File: config.mk
export PLATFORM = sky130hd
export DESIGN_NAME = winser_port
export DESIGN_NICKNAME = d
export VERILOG_FILES = /design/src/rtl/winser_pkg.sv /design/src/rtl/winser_frame_timer.sv /design/src/rtl/winser_cs_qual.sv /design/src/rtl/winser_shifter.sv /design/src/rtl/winser_port.sv
export SDC_FILE = /design/constraint.sdc
export NUM_CORES = 1
export LEC_CHECK = 0
export CORE_ASPECT_RATIO = 0.9
export CORE_MARGIN = 4
export CORE_UTILIZATION = 50
export DETAILED_ROUTE_END_ITERATION = 12
export PLACE_DENSITY = 0.72
export SLEW_MARGIN = 20
export SYNTH_ARGS = -nofsm -noshare
export SYNTH_HDL_FRONTEND = slang
export SYNTH_HIERARCHICAL = 1
export SYNTH_SLANG_ARGS = --single-unit
File: constraint.sdc
create_clock -name clk -period 3.3 [get_ports clk]
set_input_delay 0.99 -clock clk [delete_from_list [all_inputs] [get_ports clk]]
set_output_delay 0.99 -clock clk [all_outputs]
set_load 0.005 [all_outputs]
File: src/rtl/winser_pkg.sv
package winser_pkg;
    typedef enum logic [0:0] {
        SH_IDLE = 1'b0,
        SH_RUN  = 1'b1
    } sh_state_e;
endpackage

File: src/rtl/winser_frame_timer.sv
module winser_frame_timer #(
    parameter int FRAME_LEN = 1024,
    parameter int FIRST_WIN = 75,
    parameter int WIN_STEP  = 128,
    parameter int NUM_WIN   = 8,
    parameter int TAIL_LEN  = 4,
    localparam int CW       = $clog2(FRAME_LEN)
) (
    input  logic          clk,
    input  logic          rst_n,
    output logic [CW-1:0] cnt_o,
    output logic          win_o,
    output logic          upd_o,
    output logic          tail_o
);
    typedef struct packed {
        logic [CW-1:0] cnt;
    } tm_t;

    tm_t tm_d, tm_q;
    logic [NUM_WIN-1:0] hit;

    generate
        for (genvar g = 0; g < NUM_WIN; g++) begin : g_win
            assign hit[g] = (tm_q.cnt == CW'(FIRST_WIN + g * WIN_STEP));
        end
    endgenerate

    always_comb begin
        tm_d = tm_q;
        if (tm_q.cnt == CW'(FRAME_LEN - 1)) tm_d.cnt = '0;
        else                                tm_d.cnt = tm_q.cnt + 1'b1;
    end

    always_ff @(posedge clk or negedge rst_n) begin
        if (!rst_n) tm_q.cnt <= CW'(FRAME_LEN - 1);
        else        tm_q     <= tm_d;
    end

    assign cnt_o  = tm_q.cnt;
    assign win_o  = |hit;
    assign upd_o  = (tm_q.cnt == CW'(FRAME_LEN - 1));
    assign tail_o = (tm_q.cnt >= CW'(FRAME_LEN - TAIL_LEN));
endmodule

File: src/rtl/winser_cs_qual.sv
module winser_cs_qual #(
    parameter int CS_SETUP = 3,
    localparam int RW      = $clog2(CS_SETUP + 1)
) (
    input  logic clk,
    input  logic rst_n,
    input  logic cs_n,
    input  logic win_i,
    output logic grant_o
);
    typedef struct packed {
        logic [RW-1:0] run;
    } cq_t;

    cq_t cq_d, cq_q;

    always_comb begin
        cq_d = cq_q;
        if (cs_n)                              cq_d.run = '0;
        else if (cq_q.run != RW'(CS_SETUP))    cq_d.run = cq_q.run + 1'b1;
    end

    always_ff @(posedge clk or negedge rst_n) begin
        if (!rst_n) cq_q.run <= '0;
        else        cq_q     <= cq_d;
    end

    assign grant_o = win_i && !cs_n && (cq_q.run >= RW'(CS_SETUP));

    // a grant needs the select already low on the previous edge
    assert_grant_setup_R3: assert property (@(posedge clk) disable iff (!rst_n)
        grant_o |-> !$past(cs_n));
endmodule

File: src/rtl/winser_shifter.sv
module winser_shifter
    import winser_pkg::*;
#(
    parameter int WORD_W = 16,
    parameter int DIV    = 4,
    localparam int IW    = $clog2(WORD_W),
    localparam int PW    = $clog2(DIV)
) (
    input  logic              clk,
    input  logic              rst_n,
    input  logic              new_vld,
    input  logic [WORD_W-1:0] new_data,
    input  logic              upd_i,
    input  logic              grant_i,
    input  logic              cs_n,
    output logic              busy_o,
    output logic              fresh_o,
    output logic              sclk_o,
    output logic              sdo_o
);
    typedef struct packed {
        logic [WORD_W-1:0] stage;
        logic [WORD_W-1:0] word;
        logic              fresh;
        sh_state_e         state;
        logic [IW-1:0]     idx;
        logic [PW-1:0]     ph;
        logic              abort;
    } sh_t;

    sh_t sh_d, sh_q;

    always_comb begin
        sh_d = sh_q;
        if (new_vld) sh_d.stage = new_data;
        case (sh_q.state)
            SH_IDLE: begin
                if (upd_i) begin
                    sh_d.word  = sh_q.stage;
                    sh_d.fresh = 1'b1;
                end else if (grant_i && sh_q.fresh) begin
                    sh_d.state = SH_RUN;
                    sh_d.idx   = IW'(WORD_W - 1);
                    sh_d.ph    = '0;
                    sh_d.abort = 1'b0;
                end
            end
            SH_RUN: begin
                if (cs_n) sh_d.abort = 1'b1;
                if (sh_q.ph == PW'(DIV - 1)) begin
                    sh_d.ph = '0;
                    if (sh_q.idx == '0) begin
                        sh_d.state = SH_IDLE;
                        sh_d.fresh = 1'b0;
                    end else if (sh_q.abort || cs_n) begin
                        sh_d.state = SH_IDLE;
                    end else begin
                        sh_d.idx = sh_q.idx - 1'b1;
                    end
                end else begin
                    sh_d.ph = sh_q.ph + 1'b1;
                end
            end
            default: sh_d.state = SH_IDLE;
        endcase
    end

    always_ff @(posedge clk or negedge rst_n) begin
        if (!rst_n) begin
            sh_q.stage <= '0;
            sh_q.word  <= '0;
            sh_q.fresh <= 1'b0;
            sh_q.state <= SH_IDLE;
            sh_q.idx   <= '0;
            sh_q.ph    <= '0;
            sh_q.abort <= 1'b0;
        end else begin
            sh_q <= sh_d;
        end
    end

    assign busy_o  = (sh_q.state == SH_RUN);
    assign fresh_o = sh_q.fresh;
    assign sclk_o  = busy_o && (sh_q.ph >= PW'(DIV / 2));
    assign sdo_o   = busy_o && sh_q.word[sh_q.idx];

    // data may only move while the serial clock is low
    assert_data_hold_R4: assert property (@(posedge clk) disable iff (!rst_n)
        (sclk_o && $past(sclk_o)) |-> $stable(sdo_o));

    // a boundary reached mid-transfer leaves the port word untouched
    assert_skip_refresh_R7: assert property (@(posedge clk) disable iff (!rst_n)
        (upd_i && busy_o) |=> $stable(sh_q.word));
endmodule

File: src/rtl/winser_port.sv
module winser_port #(
    parameter int WORD_W    = 16,
    parameter int FRAME_LEN = 1024,
    parameter int FIRST_WIN = 75,
    parameter int WIN_STEP  = 128,
    parameter int NUM_WIN   = 8,
    parameter int TAIL_LEN  = 4,
    parameter int CS_SETUP  = 3,
    parameter int DIV       = 4
) (
    input  logic              clk,
    input  logic              rst_n,
    input  logic              cs_n,
    input  logic              new_vld,
    input  logic [WORD_W-1:0] new_data,
    output logic              rdy_n,
    output logic              sclk_o,
    output logic              sclk_oe,
    output logic              sdo,
    output logic              sdo_oe
);
    localparam int CW = $clog2(FRAME_LEN);

    logic [CW-1:0] frame_cnt;
    logic          win_hit, upd, tail, grant, busy, fresh;

    winser_frame_timer #(
        .FRAME_LEN(FRAME_LEN), .FIRST_WIN(FIRST_WIN), .WIN_STEP(WIN_STEP),
        .NUM_WIN(NUM_WIN), .TAIL_LEN(TAIL_LEN)
    ) u_timer (
        .clk(clk), .rst_n(rst_n), .cnt_o(frame_cnt),
        .win_o(win_hit), .upd_o(upd), .tail_o(tail)
    );

    winser_cs_qual #(.CS_SETUP(CS_SETUP)) u_qual (
        .clk(clk), .rst_n(rst_n), .cs_n(cs_n), .win_i(win_hit), .grant_o(grant)
    );

    winser_shifter #(.WORD_W(WORD_W), .DIV(DIV)) u_shift (
        .clk(clk), .rst_n(rst_n), .new_vld(new_vld), .new_data(new_data),
        .upd_i(upd), .grant_i(grant), .cs_n(cs_n), .busy_o(busy),
        .fresh_o(fresh), .sclk_o(sclk_o), .sdo_o(sdo)
    );

    assign rdy_n   = !(busy || (fresh && !tail));
    assign sclk_oe = busy;
    assign sdo_oe  = busy;

    // the ready flag only ever falls on the first cycle of a frame
    assert_fall_frame_start_R1: assert property (@(posedge clk) disable iff (!rst_n)
        $fell(rdy_n) |-> (frame_cnt == '0));

    // outputs are only enabled right after a sample point
    assert_start_in_window_R2: assert property (@(posedge clk) disable iff (!rst_n)
        $rose(sdo_oe) |-> $past(win_hit));

    // outputs float only after a completed high clock phase
    assert_float_bit_edge_R6: assert property (@(posedge clk) disable iff (!rst_n)
        $fell(sdo_oe) |-> $past(sclk_o));
endmodule

==> results.toml, run 1 <==
[timing]
clock-skew-final_ns = 0.00828
max_freq_mhz = 311
setup_viol = 0
grt_setup_unrepaired = "no"
drv_slew = 0
tightestPinTransition_ns = 0.741
setup-tns-final_ns = 0
hold_violations = 0
fin_crit_sh_pct = 97.5
max_slew_margin_pct = 50.5
period_minus_slack_ns = 3.22

[routing]
vias = 1542
wire_per_inst_um = 15.8
vias_per_cell = 5.37
antenna_left = 0
drtPass1Iterations = 4
finalWirelength_mm = 4.53
drc = 0
dr.first_iter.drc_count = 100

[yosys]
ys_types = 39
synth_nets = 218
synthTopCellsByCount = "dfrtp_1 (43), mux2_2 (35), nor2_1 (13)"
synth_top_area_cell = "dfrtp_1"
synth_ff_type = "dfrtp_1"
synth_top_area_share_pct = 44.6
ys_warn_count = 6
synth_area_leaders = "dfrtp_1 (45%), mux2_2 (16%), dfstp_2 (11%)"
ys_seq_area_share_pct = 55.5
postSynthCellCount = 192
synth_edf_count = 0
async_reset_ff_share_pct = 100
yosys_register_bits = 53
postSynthAreaPerCell_um2 = 12.6
syn_area_um2 = 2410
yosysMostFrequentCell = "dfrtp_1"

[pwr]
p_int_w = 0.00106
power_density_nw_per_um2 = 499
p_leak_nw = 1.29
seq_power_share_pct = 52.7
switchingPower_w = 0.000366
irDropWorstVdd_uv = 276
p_comb_share_pct = 16.7
sw_frac_of_total_pct = 25.6
clkPwrFrac_pct = 30.6

[critical_path]
cp-end-kind = "output pin"
slowest_delay_ns = 0.52
worst_ep_required_time_ns = 2.31
worstPathMaxFanout = 6
r2r-start = "u_timer/cnt_o[0]"
crit_path_start = "u_shift/sh_q[3]"
crit_buf_inv = 1
critPathLaunchType = "flip-flop"
slowest_stage = "clkdlybuf4s50_1"
worstSetupPathType = "reg -> out"
worst_path_dominant_cell_family = "compound AO/OA/AOI/OAI gates"
critPathArrivalTime_ns = 2.23
crit_chain = "mux4_2, o22ai_1, a311o_1, a21oi_2, clkdlybuf4s50_1"

[grt]
antenna_found_initial = 0
grt_use_total_pct = 16.8
grt_pass1_wl_mm = 7.58
grt_max_degree = 46
grt_pass1_vias = 1605
grt_overflow = 0

[clock_network]
htree_levels = 2
cts_tree = "done"
clockRootBuffer = "clkbuf_8"
cts_buffers = 5
clkTransAtPathRegs_ns = 0.09
cts_sinks = 53
clock_path_buffers = 2
ctsHoldBuffers = 0
worst_skew_pair.late_latency_ns = 0.31

[cells_and_area]
final_nets = 250
area_growth_syn_to_layout_pct = 18.6
num_antenna_cells = 0
layout-drive-gt1-share_pct = 30.7
finalCoreUtilization_pct = 63.0
fillCellCount = 350

[run]
maxCapViolations = 0

[placement]
port_buffers = 24
hpwl_mm = 3.27
gp_congestion = 0.839

[die]
die_x_um = 81.2
dieArea_um2 = 6000
pin_count = 25
fp.dieH_um = 73.9
placementRows = 23
core_region_area_um2 = 4550
start_util_pct = 53.1

[outcome]
status = "finished clean"

[min_path]
min-delay-start = "u_timer/cnt_o[9]"
hp-class = "reg -> reg"
## layer usage
metal	global-route usage, %	vias to the layer above	share of wire (%)
met5	0	-	0
met4	6.57	0	1.7
met3	3.92	6	4.4
met2	28.8	41	50
met1	20.7	764	43
li1	-	731	-
## flip-flops by register name, summed over array words and instances (netlist names)
| signal | count |
|---|---|
| u_qual/cq_q | 2 |
| u_shift/busy_o | 1 |
| u_shift/fresh_o | 1 |
| u_shift/sh_q | 39 |
| u_timer/cnt_o | 10 |
## layout by cell type, fill, tap and decap left out, drive strengths merged, types with 2 or more instances in the layout
cell type,instances
nand2,13
clkdlybuf4s50,23
or4,2
nor3,4
xor2,6
buf,9
inv,9
o21ai,4
nor2b,2
nand3,7
mux2,35
dfstp,10
mux4,2
nand4,3
a21oi,6
clkbuf,6
xnor2,2
mux2i,3
nor2,13
ha,6
dfrtp,43
## timing repair
item                                    in CTS  in global routing
endpoints found under the setup margin       1                  1
setup buffers                                0                  3
resized for setup                            1                  0
gates cloned                                 0                  0
## logic make-up after synthesis
| family | count (synthesis) | synth area share [%] |
|---|---|---|
| flops | 53 | 55.5 |
| simple gates | 51 | 10.6 |
| mux | 40 | 19.4 |
| compound gates | 18 | 5.08 |
| buf+inv | 16 | 3.42 |
| xor+xnor | 8 | 2.90 |
| fa+ha+maj | 6 | 3.11 |
## layout make-up
class / instances / area [um^2] / share of cell area [%]
multi-input cells: 123 / 992 / 34.7
repair buffers: 32 / 308 / 10.8
clock inverters: 2 / 38.8 / 1.35
well taps: 62 / 77.6 / 2.71
flip-flops and latches: 53 / 1340 / 46.8
clock buffers: 6 / 72.6 / 2.53
inverters: 9 / 33.8 / 1.18
## power groups by stage
| stage | Clock [W] | Combinational [W] | Sequential, W |
|---|---|---|---|
| after floorplan | 0 | 0.000163 | 0.000740 |
| after global placement | 0 | 0.000188 | 0.000761 |
| after detailed placement | 0 | 0.000203 | 0.000771 |
| after CTS | 0.000448 | 0.000205 | 0.000760 |
| after global routing | 0.000476 | 0.000262 | 0.000759 |
| final | 0.000438 | 0.000238 | 0.000754 |
## worst register-to-register path: stages (launching register included)
cell and delay, ns:
dfstp_2 0.58, ha_1 0.22, nand3_1 0.21, nor3_1 0.25, nor2b_1 0.46, buf_4 0.30
mux2_2 0.36
## worst paths after layout
kind / cells after the start / slack (ns) / endpoint
max: 5 / 0.08 / sdo
min: 2 / 0.51 / u_timer/cnt_o[9]
max reg2reg: 6 / 0.81 / u_shift/sh_q[24]
min reg2reg: 2 / 0.51 / u_timer/cnt_o[9]
max in group asynchronous: 3 / 2.04 / u_timer/cnt_o[4]
min in group asynchronous: 1 / 0.56 / u_qual/cq_q[0]
## per-stage QoR
step | hold WS (ns) | area (um^2) | worst slack (ns) | instances | power (W)
after floorplan | 0.472 | 2410 | 0.979 | 192 | 0.000903
after global placement | 0.476 | 2710 | 0.398 | 275 | 0.000949
after detailed placement | 0.493 | 2710 | 0.316 | 275 | 0.000974
after CTS | 0.512 | 2820 | 0.0264 | 283 | 0.00141
after global routing | 0.536 | 2860 | 0.0129 | 287 | 0.00150
final | 0.511 | 2860 | 0.0820 | 287 | 0.00143
Note: power is estimated with default switching activity, not from simulation.
==> run 2, diff against run 1 <==
--- a/config.mk
+++ b/config.mk
@@ -9,6 +9,7 @@
 export CORE_MARGIN = 4
 export CORE_UTILIZATION = 50
 export DETAILED_ROUTE_END_ITERATION = 12
+export MAX_ROUTING_LAYER = met4
 export PLACE_DENSITY = 0.72
 export SLEW_MARGIN = 20
 export SYNTH_ARGS = -nofsm -noshare
==> run 2 against run 1 <==
Net effect:
- clock skew hardly changed
- combinational power is 2% lower
- power is 0.29% lower
- count of clock-buffer cells in the layout stayed put
- non-clock buffer count is 1 lower
- via count is 0.84% lower
- register-to-register slack hardly changed
- critical path depth stayed put
- flip-flop and latch count stayed put
- global-route usage is 0.52 points higher
- maximum frequency hardly changed
- critical path type unchanged
==> results.toml, run 2 (synthesis results as in run 1) <==
[outcome]
status = "finished clean"

[routing]
wire_per_inst_um = 15.6
antenna_left = 0
vias = 1529
wirelength_met1_mm = 1.94
drtPass1Iterations = 4
top_layer_used = "met4"
wl_met2_mm = 2.28
dr_wl_met3_um = 180
drc = 0
vias_per_cell = 5.35
finalWirelength_mm = 4.46
dr.first_iter.drc_count = 106

[die]
placementRows = 23
pin_count = 25
fp.dieH_um = 73.9
start_util_pct = 53.1
dieArea_um2 = 6000
die_x_um = 81.2
core_region_area_um2 = 4550

[cells_and_area]
top_register = "u_shift/sh_q"
mostFrequentLayoutCells = "dfrtp_1 (42), mux2_2 (35), clkdlybuf4s50_1 (23), nor2_1 (13), nand2_1 (12)"
final_common_cell = "dfrtp_1"
seqCellArea_um2 = 1340
num_antenna_cells = 0
multiInputGateArea_um2 = 992
area_growth_syn_to_layout_pct = 17.8
final_nets = 249
layout-drive-gt1-share_pct = 30.4
fillCellCount = 352
largest_register_ffs = 39

[timing]
grt_setup_unrepaired = "no"
max_slew_margin_pct = 34.6
fin_crit_sh_pct = 97.5
drv_slew = 0
hold_violations = 0
tightestPinTransition_ns = 0.981
period_minus_slack_ns = 3.22
clock-skew-final_ns = 0.00781
setup-tns-final_ns = 0
max_freq_mhz = 311
setup_viol = 0

[critical_path]
critPathLaunchType = "flip-flop"
worstSetupPathType = "reg -> out"
cp-end-kind = "output pin"
critPathArrivalTime_ns = 2.23
rr_endpoint = "u_shift/sh_q[24]"
crit_path_end = "sdo"
rr_worst_depth = 6
worst_ep_required_time_ns = 2.31
r2r_slack_ns = 0.81
worstPathMaxFanout = 6
r2r-start = "u_timer/cnt_o[0]"
crit_path_start = "u_shift/sh_q[3]"

[run]
maxCapViolations = 0

[clock_network]
worst_skew_pair.late_latency_ns = 0.31
cts_sinks = 53
clock_path_buffers = 2
clockRootBuffer = "clkbuf_8"
cts_buffers = 5
clkTransAtPathRegs_ns = 0.09
htree_levels = 2
cts_tree = "done"

[grt]
grt_pass1_vias = 1611
grt_overflow = 0
grt_max_degree = 46
grt_use_total_pct = 17.3
grt_pass1_wl_mm = 7.56
antenna_found_initial = 0

[pwr]
power_density_nw_per_um2 = 501
irDropWorstVdd_uv = 276
p_leak_nw = 1.28
power_w = 0.00142

[placement]
hpwl_mm = 3.27
port_buffers = 24
gp_congestion = 0.852

[min_path]
hp-class = "reg -> reg"
run 2: cell types whose count changed in the layout (fill, tap and decap cells not counted):
cell / previous run / this run
buf_12: 1 / 0
run 2: worst min-delay path by stage:
stage | startpoint | endpoint | slack [ns] | cells after the start
2_1_floorplan | u_timer/cnt_o[7] | u_timer/cnt_o[7] | 0.47 | 2
4_1_cts | u_timer/cnt_o[9] | u_timer/cnt_o[9] | 0.51 | 2
5_1_grt | u_timer/cnt_o[8] | u_timer/cnt_o[8] | 0.54 | 1
3_5_place_dp | u_shift/sh_q[27] | u_shift/sh_q[11] | 0.49 | 1
6_report | u_timer/cnt_o[9] | u_timer/cnt_o[9] | 0.51 | 2
3_3_place_gp | u_timer/cnt_o[7] | u_timer/cnt_o[7] | 0.48 | 2
run 2: critical path: stages, from the launching register on:
cell and delay (ns):
dfrtp_2 0.47, mux4_2 0.35, o22ai_1 0.08, a311o_1 0.35, a21oi_2 0.16, clkdlybuf4s50_1 0.52
run 2: cell type report:
class                      instances  share of cell area (%)
sequential                        53                    47.1
multi-input combinational        123                    34.9
timing repair buffer              31                    10.1
tap                               62                    2.73
clock buffer                       6                    2.55
clock inverter                     2                    1.36
inverter                           9                    1.19
run 2: power by group:
group | switching (W) | internal, W | leakage [nW] | total [W]
clock network | 0.000210 | 0.000228 | 0.0554 | 0.000438
registers | 0.0000525 | 0.000700 | 0.659 | 0.000753
logic | 0.000102 | 0.000132 | 0.568 | 0.000234
total | 0.000365 | 0.00106 | 1.28 | 0.00142
run 2: what timing repair did:
| action | 4_1_cts | 5_1_grt |
|---|---|---|
| hold buffers | 0 | 0 |
| pin swaps | 0 | 0 |
| buffers inserted | 0 | 3 |
| gates resized for setup | 1 | 0 |
| setup endpoints to repair | 1 | 1 |
run 2: metrics by stage:
step	hold WS, ns	instance area, um^2	cells	setup slack, ns	utilization, %
after global routing	0.536	2840	286	0.0129	62.5
after detailed placement	0.493	2710	275	0.316	59.5
after floorplan	0.472	2410	192	0.979	-
after CTS	0.512	2820	283	0.0264	62.0
after global placement	0.476	2710	275	0.398	59.5
final	0.510	2840	286	0.0817	62.5
run 2: metal layers:
layer	vias up	GRT usage (%)
li1	727	-
met3	6	3.80
met4	0	6.57
met5	-	-
met1	763	20.4
met2	33	29.2
==> run 3, diff against run 2 <==
--- a/config.mk
+++ b/config.mk
@@ -5,12 +5,14 @@
 export SDC_FILE = /design/constraint.sdc
 export NUM_CORES = 1
 export LEC_CHECK = 0
+export CELL_PAD_IN_SITES_DETAIL_PLACEMENT = 0
+export CELL_PAD_IN_SITES_GLOBAL_PLACEMENT = 2
 export CORE_ASPECT_RATIO = 0.9
 export CORE_MARGIN = 4
-export CORE_UTILIZATION = 50
+export CORE_UTILIZATION = 38
 export DETAILED_ROUTE_END_ITERATION = 12
 export MAX_ROUTING_LAYER = met4
-export PLACE_DENSITY = 0.72
+export PLACE_DENSITY_LB_ADDON = 0.1
 export SLEW_MARGIN = 20
 export SYNTH_ARGS = -nofsm -noshare
 export SYNTH_HDL_FRONTEND = slang
==> run 3 against run 2 <==
Net effect:
- maximum frequency hardly changed
- count of clock-buffer cells in the layout is 1 lower
- utilization is 16 points lower
- critical path depth stayed put
- critical endpoint unchanged
- highest routed layer unchanged
==> results.toml, run 3 (synthesis results as in run 1) <==
[cells_and_area]
mostFrequentLayoutCells = "dfrtp_1 (41), mux2_2 (35), clkdlybuf4s50_1 (23), nor2_1 (13), nand2_1 (12)"
design_area_um2 = 2890
finalCoreUtilization_pct = 46.9
final_nets = 247
area_growth_syn_to_layout_pct = 19.6
largest_register_ffs = 39
layout-drive-gt1-share_pct = 30.6
multiInputGateArea_um2 = 992
fillCellCount = 585
top_register = "u_shift/sh_q"
final_common_cell = "dfrtp_1"
seqCellArea_um2 = 1340
num_antenna_cells = 0

[clock_network]
worst_skew_pair.late_latency_ns = 0.31
clock_path_buffers = 2
cts_tree = "done"
clockRootBuffer = "clkbuf_8"
cts_sinks = 53
clkTransAtPathRegs_ns = 0.10
cts_buffers = 5
htree_levels = 2

[timing]
fin_hold_ws_ns = 0.507
drv_slew = 0
max_slew_margin_pct = 48.2
fin_crit_sh_pct = 97.5
tightestPinTransition_ns = 0.774
setup-tns-final_ns = 0
setup_viol = 0
hold_violations = 0
max_freq_mhz = 311
grt_setup_unrepaired = "no"
clock-skew-final_ns = 0.00776
period_minus_slack_ns = 3.22

[grt]
globalRouteMet2Util_pct = 19.4
antenna_found_initial = 0
grt_overflow = 0
top_usage_layer = "met2"
use_met3_pct = 2.98
grt_max_degree = 32
grt_pass1_vias = 1541
grt_pass1_wl_mm = 7.60
grt_use_total_pct = 12.9
grtUsageMet1_pct = 17.1

[die]
core_region_area_um2 = 6150
pin_count = 25
dieArea_um2 = 7690
start_util_pct = 39.3
die_x_um = 92.0
placementRows = 27
fp.dieH_um = 83.6

[critical_path]
critPathArrivalTime_ns = 2.23
critPathLaunchType = "flip-flop"
worstSetupPathType = "reg -> out"
cp-end-kind = "output pin"
worst_ep_required_time_ns = 2.31
worstPathMaxFanout = 6

[run]
maxCapViolations = 0

[placement]
gp_congestion = 0.756
placed_cell_area_um2 = 2730
port_buffers = 24
hpwl_mm = 3.20

[pwr]
irDropWorstVdd_uv = 169
power_density_nw_per_um2 = 521
power_w = 0.00150
p_leak_nw = 1.29

[routing]
drc = 0
finalWirelength_mm = 4.49
drtPass1Iterations = 4
vias_per_cell = 4.95
dr.first_iter.drc_count = 30
vias = 1529
wire_per_inst_um = 14.5
antenna_left = 0

[min_path]
hp-class = "reg -> reg"

[outcome]
status = "finished clean"
run 3: routing by layer:
metal | vias up | wire length (um)
met5 | - | 0
met4 | 0 | 67
met3 | 8 | 117
met2 | 15 | 2110
met1 | 772 | 2200
li1 | 734 | -
run 3: critical path, cell delays in order (launching register included):
cell	delay (ns)
dfrtp_2	0.47
mux4_2	0.36
o22ai_1	0.08
a311o_1	0.35
a21oi_2	0.13
clkdlybuf4s50_1	0.52
run 3: area by class of cell:
cell class                 instances  area share, %
clock buffer                       5           2.38
clock inverter                     3           2.38
inverter                           9           1.17
multi-input combinational        123           34.4
sequential                        53           46.5
tap                               87           3.77
timing repair buffer              29           9.45
run 3: final timing paths:
kind,from,endpoint,slack (ns),cells past startpoint
worst max-delay path,u_shift/sh_q[3],sdo,0.08,5
worst min-delay path,u_timer/cnt_o[7],u_timer/cnt_o[7],0.51,2
worst max register to register,u_timer/cnt_o[0],u_shift/sh_q[20],1.09,7
worst min register to register,u_timer/cnt_o[7],u_timer/cnt_o[7],0.51,2
max in group asynchronous,rst_n,u_shift/sh_q[20],1.85,2
min in group asynchronous,rst_n,u_qual/cq_q[1],0.65,1
run 3: metrics by stage:
step	worst slack, ns	std cells
2_1_floorplan	0.979	192
3_3_place_gp	0.396	299
3_5_place_dp	0.327	299
4_1_cts	0.0378	307
5_1_grt	0.00564	309
6_report	0.0828	309
run 3: where the power goes:
| group | switching, W | internal, W |
|---|---|---|
| Sequential | 0.0000508 | 0.000700 |
| Combinational | 0.0000990 | 0.000124 |
| Clock | 0.000223 | 0.000305 |
| Total | 0.000373 | 0.00113 |
run 3: repair_timing:
| item | in CTS | in global routing |
|---|---|---|
| pin swaps | 0 | 0 |
| hold buffers | 0 | 0 |
| setup endpoints to repair | 1 | 1 |
| gates resized for setup | 1 | 1 |
| buffers inserted | 0 | 2 |
